[config.mk]
export PLATFORM = sky130hd
export DESIGN_NAME = icap_channel
export DESIGN_NICKNAME = d
export VERILOG_FILES = /design/src/rtl/icap_pkg.sv /design/src/rtl/icap_glitch_filter.sv /design/src/rtl/icap_event_gate.sv /design/src/rtl/icap_capture_reg.sv /design/src/rtl/icap_channel.sv
export SDC_FILE = /design/constraint.sdc
export NUM_CORES = 1
export LEC_CHECK = 0
export CAP_MARGIN = 20
export CORE_UTILIZATION = 45
export DETAILED_ROUTE_END_ITERATION = 6
export PLACE_DENSITY = 0.85
export SLEW_MARGIN = 5
export SYNTH_ARGS = -nofsm -noshare
export SYNTH_HDL_FRONTEND = slang
export SYNTH_HIERARCHICAL = 1
export SYNTH_SLANG_ARGS = --single-unit
[constraint.sdc]
create_clock -name clk -period 2.5 [get_ports clk]
set_input_delay 0.5 -clock clk [delete_from_list [all_inputs] [get_ports clk]]
set_output_delay 0.5 -clock clk [all_outputs]
set_load 0.02 [all_outputs]
[src/rtl/icap_pkg.sv]
package icap_pkg;

  typedef enum logic [1:0] {
    POL_RISE = 2'b00,
    POL_FALL = 2'b01,
    POL_NONE = 2'b10,
    POL_BOTH = 2'b11
  } icap_pol_e;

  // Number of equal samples that the filter needs before it accepts a new level.
  function automatic int filt_len(input int sel);
    return 1 << sel;
  endfunction

  // Number of selected edges that make up one capture.
  function automatic int psc_ratio(input int sel);
    return 1 << sel;
  endfunction

  // Picks the edge pulses that the polarity setting selects.
  function automatic logic pol_pick(input logic [1:0] pol, input logic rise, input logic fall);
    logic r;
    case (pol)
      POL_RISE: r = rise;
      POL_FALL: r = fall;
      POL_BOTH: r = rise | fall;
      default:  r = 1'b0;
    endcase
    return r;
  endfunction

endpackage

[src/rtl/icap_glitch_filter.sv]
module icap_glitch_filter #(
  parameter int SEL_W = 2
) (
  input  logic             clk,
  input  logic             rst_n,
  input  logic             smp_i,
  input  logic [SEL_W-1:0] sel_i,
  output logic             rise_o,
  output logic             fall_o
);
  import icap_pkg::*;

  localparam int RUN_W = (1 << SEL_W) - 1;

  logic             lvl_q;
  logic [RUN_W-1:0] run_q;
  logic             accept_w;

  assign accept_w = (smp_i != lvl_q) && ((int'(run_q) + 1) >= filt_len(int'(sel_i)));

  always_ff @(posedge clk) begin
    if (!rst_n) begin
      lvl_q  <= 1'b0;
      run_q  <= '0;
      rise_o <= 1'b0;
      fall_o <= 1'b0;
    end else begin
      rise_o <= accept_w & smp_i;
      fall_o <= accept_w & ~smp_i;
      if (smp_i == lvl_q) begin
        run_q <= '0;
      end else if (accept_w) begin
        lvl_q <= smp_i;
        run_q <= '0;
      end else begin
        run_q <= run_q + 1'b1;
      end
    end
  end

endmodule

[src/rtl/icap_event_gate.sv]
module icap_event_gate #(
  parameter int SEL_W = 2
) (
  input  logic             clk,
  input  logic             rst_n,
  input  logic             enable_i,
  input  logic [1:0]       pol_i,
  input  logic [SEL_W-1:0] psc_i,
  input  logic             rise_i,
  input  logic             fall_i,
  output logic             evt_o,
  output logic             fire_o
);
  import icap_pkg::*;

  localparam int PC_W = (1 << SEL_W) - 1;

  logic [PC_W-1:0] pcnt_q;

  assign evt_o  = pol_pick(pol_i, rise_i, fall_i);
  assign fire_o = enable_i && evt_o && ((int'(pcnt_q) + 1) >= psc_ratio(int'(psc_i)));

  always_ff @(posedge clk) begin
    if (!rst_n) begin
      pcnt_q <= '0;
    end else if (!enable_i) begin
      pcnt_q <= '0;
    end else if (evt_o) begin
      pcnt_q <= fire_o ? '0 : pcnt_q + 1'b1;
    end
  end

endmodule

[src/rtl/icap_capture_reg.sv]
module icap_capture_reg #(
  parameter int CNT_W = 16
) (
  input  logic             clk,
  input  logic             rst_n,
  input  logic             fire_i,
  input  logic [CNT_W-1:0] count_i,
  input  logic             clr_cap_i,
  input  logic             clr_ovr_i,
  output logic [CNT_W-1:0] value_o,
  output logic             cap_o,
  output logic             ovr_o
);

  always_ff @(posedge clk) begin
    if (!rst_n) begin
      value_o <= '0;
      cap_o   <= 1'b0;
      ovr_o   <= 1'b0;
    end else begin
      if (fire_i) value_o <= count_i;
      if (fire_i)         cap_o <= 1'b1;
      else if (clr_cap_i) cap_o <= 1'b0;
      if (fire_i && cap_o) ovr_o <= 1'b1;
      else if (clr_ovr_i)  ovr_o <= 1'b0;
    end
  end

endmodule

[src/rtl/icap_channel.sv]
module icap_channel #(
  parameter int CNT_W  = 16,
  parameter int FILT_W = 2,
  parameter int PSC_W  = 2
) (
  input  logic              clk,
  input  logic              rst_n,
  input  logic              cap_in,
  input  logic [CNT_W-1:0]  count_i,
  input  logic              input_mode,
  input  logic              cap_en,
  input  logic [FILT_W-1:0] filt_sel,
  input  logic [PSC_W-1:0]  psc_sel,
  input  logic [1:0]        pol_sel,
  input  logic              clr_cap,
  input  logic              clr_ovr,
  output logic [CNT_W-1:0]  cap_value,
  output logic              cap_flag,
  output logic              ovr_flag
);

  logic smp_q;
  logic rise_w;
  logic fall_w;
  logic evt_w;
  logic fire_w;
  logic gate_en_w;

  assign gate_en_w = cap_en & input_mode;

  always_ff @(posedge clk) begin
    if (!rst_n) smp_q <= 1'b0;
    else        smp_q <= cap_in;
  end

  icap_glitch_filter #(.SEL_W(FILT_W)) u_filt (
    .clk    (clk),
    .rst_n  (rst_n),
    .smp_i  (smp_q),
    .sel_i  (filt_sel),
    .rise_o (rise_w),
    .fall_o (fall_w)
  );

  icap_event_gate #(.SEL_W(PSC_W)) u_gate (
    .clk      (clk),
    .rst_n    (rst_n),
    .enable_i (gate_en_w),
    .pol_i    (pol_sel),
    .psc_i    (psc_sel),
    .rise_i   (rise_w),
    .fall_i   (fall_w),
    .evt_o    (evt_w),
    .fire_o   (fire_w)
  );

  icap_capture_reg #(.CNT_W(CNT_W)) u_reg (
    .clk       (clk),
    .rst_n     (rst_n),
    .fire_i    (fire_w),
    .count_i   (count_i),
    .clr_cap_i (clr_cap),
    .clr_ovr_i (clr_ovr),
    .value_o   (cap_value),
    .cap_o     (cap_flag),
    .ovr_o     (ovr_flag)
  );

endmodule

==> results of run 1 <==
per-stage QoR:
step	area, sq um	util (%)	TNS (ps)	power, mW
3_3_place_gp	1910	67.6	-667	0.568
4_1_cts	1960	69.4	0	0.862
3_5_place_dp	1910	67.6	-2350	0.573
6_report	1960	69.4	0	0.856
5_1_grt	1960	69.4	0	0.889
2_1_floorplan	1390	-	0	0.511
registers in the layout, indices dropped and copies added, names as in the netlist:
name           cells
u_reg/ovr_o        1
u_filt/rise_o      1
u_filt/lvl_q       1
u_reg/value_o     16
smp_q              1
u_filt/fall_o      1
u_gate/pcnt_q      3
u_reg/cap_o        1
u_filt/run_q       3
report_power, final:
part | switching (mW) | internal (mW) | total (mW)
Combinational | 0.0398 | 0.0709 | 0.111
Clock | 0.130 | 0.162 | 0.292
Sequential | 0.00276 | 0.451 | 0.453
worst max path at each step:
stage	startpoint	end	slack, ps	depth (start not counted)
6_report	u_gate/pcnt_q[0]	u_reg/value_o[8]	160	9
2_1_floorplan	u_gate/pcnt_q[0]	u_reg/value_o[10]	380	10
5_1_grt	u_gate/pcnt_q[0]	u_reg/value_o[8]	7	9
3_3_place_gp	psc_sel[1]	u_reg/value_o[4]	-50	9
3_5_place_dp	psc_sel[1]	u_reg/value_o[8]	-190	9
4_1_cts	u_gate/pcnt_q[0]	u_reg/value_o[8]	150	9
logic make-up (layout without fill, tap and decap cells):
kind of cell / Yosys count / after routing / share of synthesized area, %
buf+inv: 6 / 57 / 3.34
xor+xnor: 3 / 3 / 1.89
compound gates: 15 / 15 / 11.2
mux: 17 / 17 / 12.3
fa+ha+maj: 10 / 10 / 9.02
flops: 28 / 28 / 40.4
simple gates: 52 / 52 / 21.9
cell type report:
cell class                      instances  area [sq um]
Timing Repair Buffer                   50           515
Sequential cell                        28           561
Tap cell                               31          38.8
Fill cell                             208           865
Inverter                                3          11.3
Clock inverter                          1          30.0
Clock buffer                            3          22.5
Multi-Input combinational cell         97           786
cell usage in the layout (no fill, tap or decap), drive strengths merged, types with 2 or more instances in the layout:
cell           count
buf                4
nor2b             20
nor2               7
and3               4
clkdlybuf4s50     46
nand2b             7
xor2               2
o21a               2
dfxtp             28
o21ai              3
clkbuf             3
a2111oi            2
nand2              9
inv                3
mux2i             17
ha                10
and2               2
metal layers:
metal  up-vias  routed length [um]  GRT usage, %  part of all wire [%]
li1        555                   -             -                     -
met1       506                1230          21.5                    41
met2        39                1620          37.0                    53
met3         4                 166          3.40                   5.5
met4         0                  25          7.32                  0.82
met5         -                   0             0                     0
tightest hold or removal path, cell delays in order (launching register included):
cell                       delay [ps]
sky130_fd_sc_hd__dfxtp_1          340
sky130_fd_sc_hd__nand2b_1          70
sky130_fd_sc_hd__a21boi_1          50
==> results.sh, run 1 <==
export IMPL_ir_drop_uv=338
export IMPL_critical_path_cell_chain="ha_1 -> xor2_1 -> ha_1 -> or3_1 -> o21ai_1 -> nor3_2 -> buf_12 -> mux2i_1 -> nor2b_1"
export IMPL_postSynth_topFlopCell="sky130_fd_sc_hd__dfxtp_1"
export IMPL_io_pins=47
export IMPL_grt_antenna_before_repair=0
export IMPL_grt_max_degree=17
export IMPL_reg2reg_to="u_reg/value_o[8]"
export IMPL_synth_top_cell_by_area="sky130_fd_sc_hd__dfxtp_1"
export IMPL_power_density_normalized_to_cell_area_nw_per_um2=436
export IMPL_synth_largest_type_area_fraction_pct=40.4
export IMPL_worstSkewPairLatency_ps=320
export IMPL_timing_max_cap_violations=0
export IMPL_rr_worst_depth=9
export IMPL_crit_path_end_kind="flop"
export IMPL_max_stage_delay_on_crit_path_ps=480
export IMPL_synth_warning_count=6
export IMPL_timing_critical_path_required_ps=2730
export IMPL_floorplan_die_width_um=57.5
export IMPL_synth_enable_flop_cells=0
export IMPL_setup_violations=0
export IMPL_wl_per_cell_um=14.3
export IMPL_timing_hold_worst_endpoint="u_reg/ovr_o"
export IMPL_hold_viol_final=0
export IMPL_run_status="finished with violations"
export IMPL_nets=222
export IMPL_effective_utilization_at_floorplan_pct=49.0
export IMPL_cts_repair_resize_count=0
export IMPL_remaining_drc_errors=2
export IMPL_antenna_cells=0
export IMPL_dpl_hpwl_um=2380
export IMPL_worst_r2r_startpoint="u_gate/pcnt_q[0]"
export IMPL_fmax_ghz=0.428
export IMPL_period_share_pct=93.4
export IMPL_cts_tree="done"
export IMPL_route_vias_total=1104
export IMPL_violations_in_the_final_reports="DRC"
export IMPL_yosysMostFrequentCell="sky130_fd_sc_hd__dfxtp_1"
export IMPL_timing_setup_critical_path_class="reg -> reg"
export IMPL_syn_to_final_growth_pct=41.6
export IMPL_drive_gt1_share_pct=9.34
export IMPL_numPlacedInstances=209
export IMPL_cts_sink_count=28
export IMPL_r2r_slack_ps=160
export IMPL_instances_no_fill=213
export IMPL_type_of_origin_of_the_critical_path="flop"
export IMPL_static_leakage_power_nw=0.726
export IMPL_synthesis_instances=131
export IMPL_drv_slew=0
export IMPL_synth_lib_cells_used_distinct=33
export IMPL_firstDrtPassIters=6
export IMPL_via_count_of_the_first_global_routing_pass=1216
export IMPL_time_the_worst_path_needs_with_i_o_delays_and_setup_ps=2340
export IMPL_yosys_register_bits=28
export IMPL_worstPathArrival_ps=2570
export IMPL_setup_repair_after_global_routing_missed_its_margin="no"
export IMPL_detailedRoute_firstIterationViolations=15
export IMPL_postLayoutSetupSlackWorst_ps=165
export IMPL_synth_async_sr_flop_share_pct=0
export IMPL_hold_buffers=0
export IMPL_hold_depth=2
export IMPL_post_synth_design_cell_area_sq_um=1390
export IMPL_htree_levels=1
export IMPL_synth_commonest_cells="sky130_fd_sc_hd__dfxtp_1, sky130_fd_sc_hd__nor2b_1, sky130_fd_sc_hd__mux2i_1"
export IMPL_timing_worst_slew_pin_value_ps=414
export IMPL_gp_routability_congestion=0.666
export IMPL_critPathMostFrequentCell="sky130_fd_sc_hd__ha_1"
export IMPL_routed_wl_um=3040
export IMPL_wire_length_of_the_first_global_routing_pass_um=5040
export IMPL_buffer_ports_inserted=46
export IMPL_hold_start="u_reg/ovr_o"
export IMPL_die_h_um=57.5
export IMPL_cts_made_buffers=3
export IMPL_synth_avg_cell_area_sq_um=10.6
export IMPL_crit_slowest_cell="sky130_fd_sc_hd__dfxtp_1"
export IMPL_clock_tree_root_cell="sky130_fd_sc_hd__clkbuf_4"
export IMPL_max_slew_margin_rel_pct=72.4
export IMPL_global_route_total_usage_across_every_layer_pct=19.6
export IMPL_clock_skew_final_ps=3.60
export IMPL_dieArea_sq_um=3310
export IMPL_crit_path_max_fanout=12
export IMPL_yosys_top_cells_area="sky130_fd_sc_hd__dfxtp_1, sky130_fd_sc_hd__mux2i_1, sky130_fd_sc_hd__ha_1"
export IMPL_critical_path_n_buffers_inverters=1
export IMPL_worst_setup_hold_path_clk_slew_ps=150
export IMPL_grt_overflow=0
export IMPL_cp_top_family="simple AND/OR/NAND/NOR gates"
export IMPL_cts_root_to_sink_buffers=2
export IMPL_core_region_area_sq_um=2830
export IMPL_hold_path_class="reg -> reg"
export IMPL_vias_per_instance=5.18
export IMPL_dpl_worst_slack_ps=-189
export IMPL_finalHoldWorstSlack_ps=486
export IMPL_placementRows=19
export IMPL_syn_nets=170
export IMPL_antenna_left=0
export IMPL_seq_total_area_yosys_pct=40.4
export IMPL_post_cts_setup_buffer_count=0
Note: power is estimated with default switching activity, not from simulation.
==> run 2: changes to the inputs <==
--- a/config.mk
+++ b/config.mk
@@ -9,7 +9,7 @@
 export CORE_UTILIZATION = 45
 export DETAILED_ROUTE_END_ITERATION = 6
 export PLACE_DENSITY = 0.85
-export SLEW_MARGIN = 5
+export SLEW_MARGIN = 20
 export SYNTH_ARGS = -nofsm -noshare
 export SYNTH_HDL_FRONTEND = slang
 export SYNTH_HIERARCHICAL = 1
==> results of run 2 <==
No change in the layout: final DEF, timing and power equal those of run 1.
==> run 3: changes to the inputs <==
--- a/config.mk
+++ b/config.mk
@@ -5,10 +5,10 @@
 export SDC_FILE = /design/constraint.sdc
 export NUM_CORES = 1
 export LEC_CHECK = 0
-export CAP_MARGIN = 20
-export CORE_UTILIZATION = 45
+export CAP_MARGIN = 30
+export CORE_UTILIZATION = 40
 export DETAILED_ROUTE_END_ITERATION = 6
-export PLACE_DENSITY = 0.85
+export PLACE_DENSITY = 0.81
 export SLEW_MARGIN = 20
 export SYNTH_ARGS = -nofsm -noshare
 export SYNTH_HDL_FRONTEND = slang
==> constraint.sdc (replaced) <==
create_clock -name clk -period 2 [get_ports clk]
set_input_delay 0.4 -clock clk [delete_from_list [all_inputs] [get_ports clk]]
set_output_delay 0.4 -clock clk [all_outputs]
set_load 0.02 [all_outputs]
==> run 3 against run 2 <==
Compared with the run above: the flow now finishes without violations; critical endpoint is now u_reg/value_o[12]; final cell count rose by 11%; utilization fell by 6.3 points; largest power group unchanged; sequential power rose by 25%; count of clock-buffer cells in the layout rose by 1; hold slack improved by 1.0 ps; sequential cell count did not move.
==> results.sh, run 3 (synthesis results as in run 1) <==
export IMPL_biggest_registers_after_layout="u_reg/value_o x16, u_filt/run_q x3, u_gate/pcnt_q x3"
export IMPL_period_share_pct=97.7
export IMPL_clock_tree_root_cell="sky130_fd_sc_hd__clkbuf_4"
export IMPL_detailedRoute_firstIterationViolations=26
export IMPL_static_leakage_power_nw=0.766
export IMPL_worst_setup_hold_path_clk_slew_ps=150
export IMPL_placedInstanceArea_sq_um=2000
export IMPL_crit_path_max_fanout=18
export IMPL_postLayoutSetupSlackWorst_ps=45.3
export IMPL_nets=231
export IMPL_hold_viol_final=0
export IMPL_worstPathArrival_ps=2180
export IMPL_antenna_cells=0
export IMPL_crit_path_end_kind="flop"
export IMPL_cts_tree="done"
export IMPL_layout_common_cells="sky130_fd_sc_hd__clkdlybuf4s50_1, sky130_fd_sc_hd__dfxtp_1, sky130_fd_sc_hd__nor2b_1"
export IMPL_dpl_worst_slack_ps=-823
export IMPL_fmax_ghz=0.512
export IMPL_cp_top_family="simple AND/OR/NAND/NOR gates"
export IMPL_endpoint="u_reg/value_o[12]"
export IMPL_time_the_worst_path_needs_with_i_o_delays_and_setup_ps=1950
export IMPL_timing_critical_path_required_ps=2230
export IMPL_buffer_ports_inserted=46
export IMPL_hold_buffers=0
export IMPL_run_status="finished, final reports clean"
export IMPL_worst_r2r_startpoint="u_gate/pcnt_q[0]"
export IMPL_route_vias_total=1130
export IMPL_critical_path_n_buffers_inverters=1
export IMPL_die_h_um=60.9
export IMPL_registers_top_by_ff_count="u_reg/value_o"
export IMPL_type_of_origin_of_the_critical_path="flop"
export IMPL_fillerInstances=298
export IMPL_timing_setup_critical_path_class="reg -> reg"
export IMPL_layout_commonest_cell="sky130_fd_sc_hd__clkdlybuf4s50_1"
export IMPL_dieArea_sq_um=3710
export IMPL_numPlacedInstances=231
export IMPL_hold_path_class="reg -> reg"
export IMPL_grt_overflow=0
export IMPL_totalNegativeSetupSlack_ps=0
export IMPL_firstDrtPassIters=4
export IMPL_setup_violations=0
export IMPL_finalHoldWorstSlack_ps=487
export IMPL_timing_worst_slew_pin_value_ps=350
export IMPL_drive_gt1_share_pct=19.4
export IMPL_dpl_hpwl_um=2410
export IMPL_max_stage_delay_on_crit_path_ps=390
export IMPL_via_count_of_the_first_global_routing_pass=1138
export IMPL_cts_root_to_sink_buffers=2
export IMPL_wire_length_of_the_first_global_routing_pass_um=4840
export IMPL_grt_max_degree=19
export IMPL_core_region_area_sq_um=3340
export IMPL_antenna_left=0
export IMPL_io_pins=47
export IMPL_power_density_normalized_to_cell_area_nw_per_um2=466
export IMPL_crit_slowest_cell="sky130_fd_sc_hd__dfxtp_4"
export IMPL_critical_path_cell_chain="ha_4 -> xor2_2 -> ha_2 -> or3_4 -> o21ai_4 -> nor3_4 -> buf_12 -> mux2i_1 -> nor2b_1"
export IMPL_largest_reg_flops=16
export IMPL_global_route_total_usage_across_every_layer_pct=17.7
export IMPL_grt_antenna_before_repair=0
export IMPL_instances_no_fill=237
export IMPL_rr_worst_depth=9
export IMPL_wl_per_cell_um=12.6
export IMPL_r2r_slack_ps=50
export IMPL_effective_utilization_at_floorplan_pct=41.6
export IMPL_clock_skew_final_ps=4.90
export IMPL_routed_wl_um=2990
export IMPL_worstSkewPairLatency_ps=320
export IMPL_cts_sink_count=28
export IMPL_htree_levels=1
export IMPL_worstSetupPathDepth=9
export IMPL_ir_drop_uv=400
export IMPL_syn_to_final_growth_pct=51.8
export IMPL_floorplan_die_width_um=60.9
export IMPL_max_slew_margin_rel_pct=76.6
export IMPL_reg2reg_to="u_reg/value_o[12]"
export IMPL_drv_slew=0
export IMPL_vias_per_instance=4.77
export IMPL_placementRows=21
export IMPL_setup_repair_after_global_routing_missed_its_margin="yes"
export IMPL_cts_made_buffers=3
export IMPL_remaining_drc_errors=0
export IMPL_finish_instance_area_sq_um=2110
export IMPL_crit_path_start="u_gate/pcnt_q[0]"
export IMPL_timing_max_cap_violations=0
export IMPL_gp_routability_congestion=0.859
-- run 3: worst reg2reg max path: cells and delay by family, from the launching register on --
family / cells / cell delay, ps
compound gates: 1 / 90
xor+xnor: 1 / 140
fa+ha+maj: 2 / 440
buf+inv: 1 / 170
flops: 1 / 390
mux: 1 / 190
simple gates: 3 / 470
-- run 3: per-stage QoR --
step           utilization [%]  power [mW]
6_report                  63.1       0.982
5_1_grt                   63.1        1.03
4_1_cts                   61.8       0.988
3_5_place_dp              60.0       0.722
3_3_place_gp              60.0       0.716
2_1_floorplan                -       0.640
-- run 3: worst min path at each step --
| stage | start | to | slack [ps] | cells after the start |
|---|---|---|---|---|
| after global placement | u_filt/run_q[0] | u_filt/run_q[0] | 450 | 1 |
| after global routing | u_reg/ovr_o | u_reg/ovr_o | 510 | 2 |
| after detailed placement | u_filt/run_q[0] | u_filt/run_q[0] | 460 | 1 |
| after floorplan | u_filt/run_q[0] | u_filt/run_q[0] | 430 | 1 |
| final | u_reg/ovr_o | u_reg/ovr_o | 490 | 2 |
| after CTS | u_reg/ovr_o | u_reg/ovr_o | 490 | 2 |
-- run 3: final cells by class --
class	instances	area, sq um	share of cell area, %
Tap cell	46	57.6	2.73
Clock buffer	4	36.3	1.72
Multi-Input combinational cell	97	863	41.0
Timing Repair Buffer	59	572	27.2
Inverter	3	11.3	0.535
Sequential cell	28	566	26.9
-- run 3: routing by layer --
layer / up-vias / share of wire [%] / GRT usage [%]
li1: 570 / - / -
met1: 524 / 42 / 19.7
met2: 30 / 51 / 31.2
met3: 6 / 5.9 / 5.33
met4: 0 / 1.8 / 7.79
met5: - / 0 / 0
-- run 3: power by group --
part	leakage, nW	switching [mW]	internal (mW)	total [mW]
Combinational	0.518	0.0534	0.0949	0.148
Clock	0.0210	0.157	0.111	0.268
Sequential	0.227	0.00341	0.562	0.565
-- run 3: timing repair --
action                     CTS  global route
setup endpoints to repair   19            18
gates resized for setup      2             7
setup buffers                2             0
pin swaps                    2             1
hold endpoints to repair     0             0
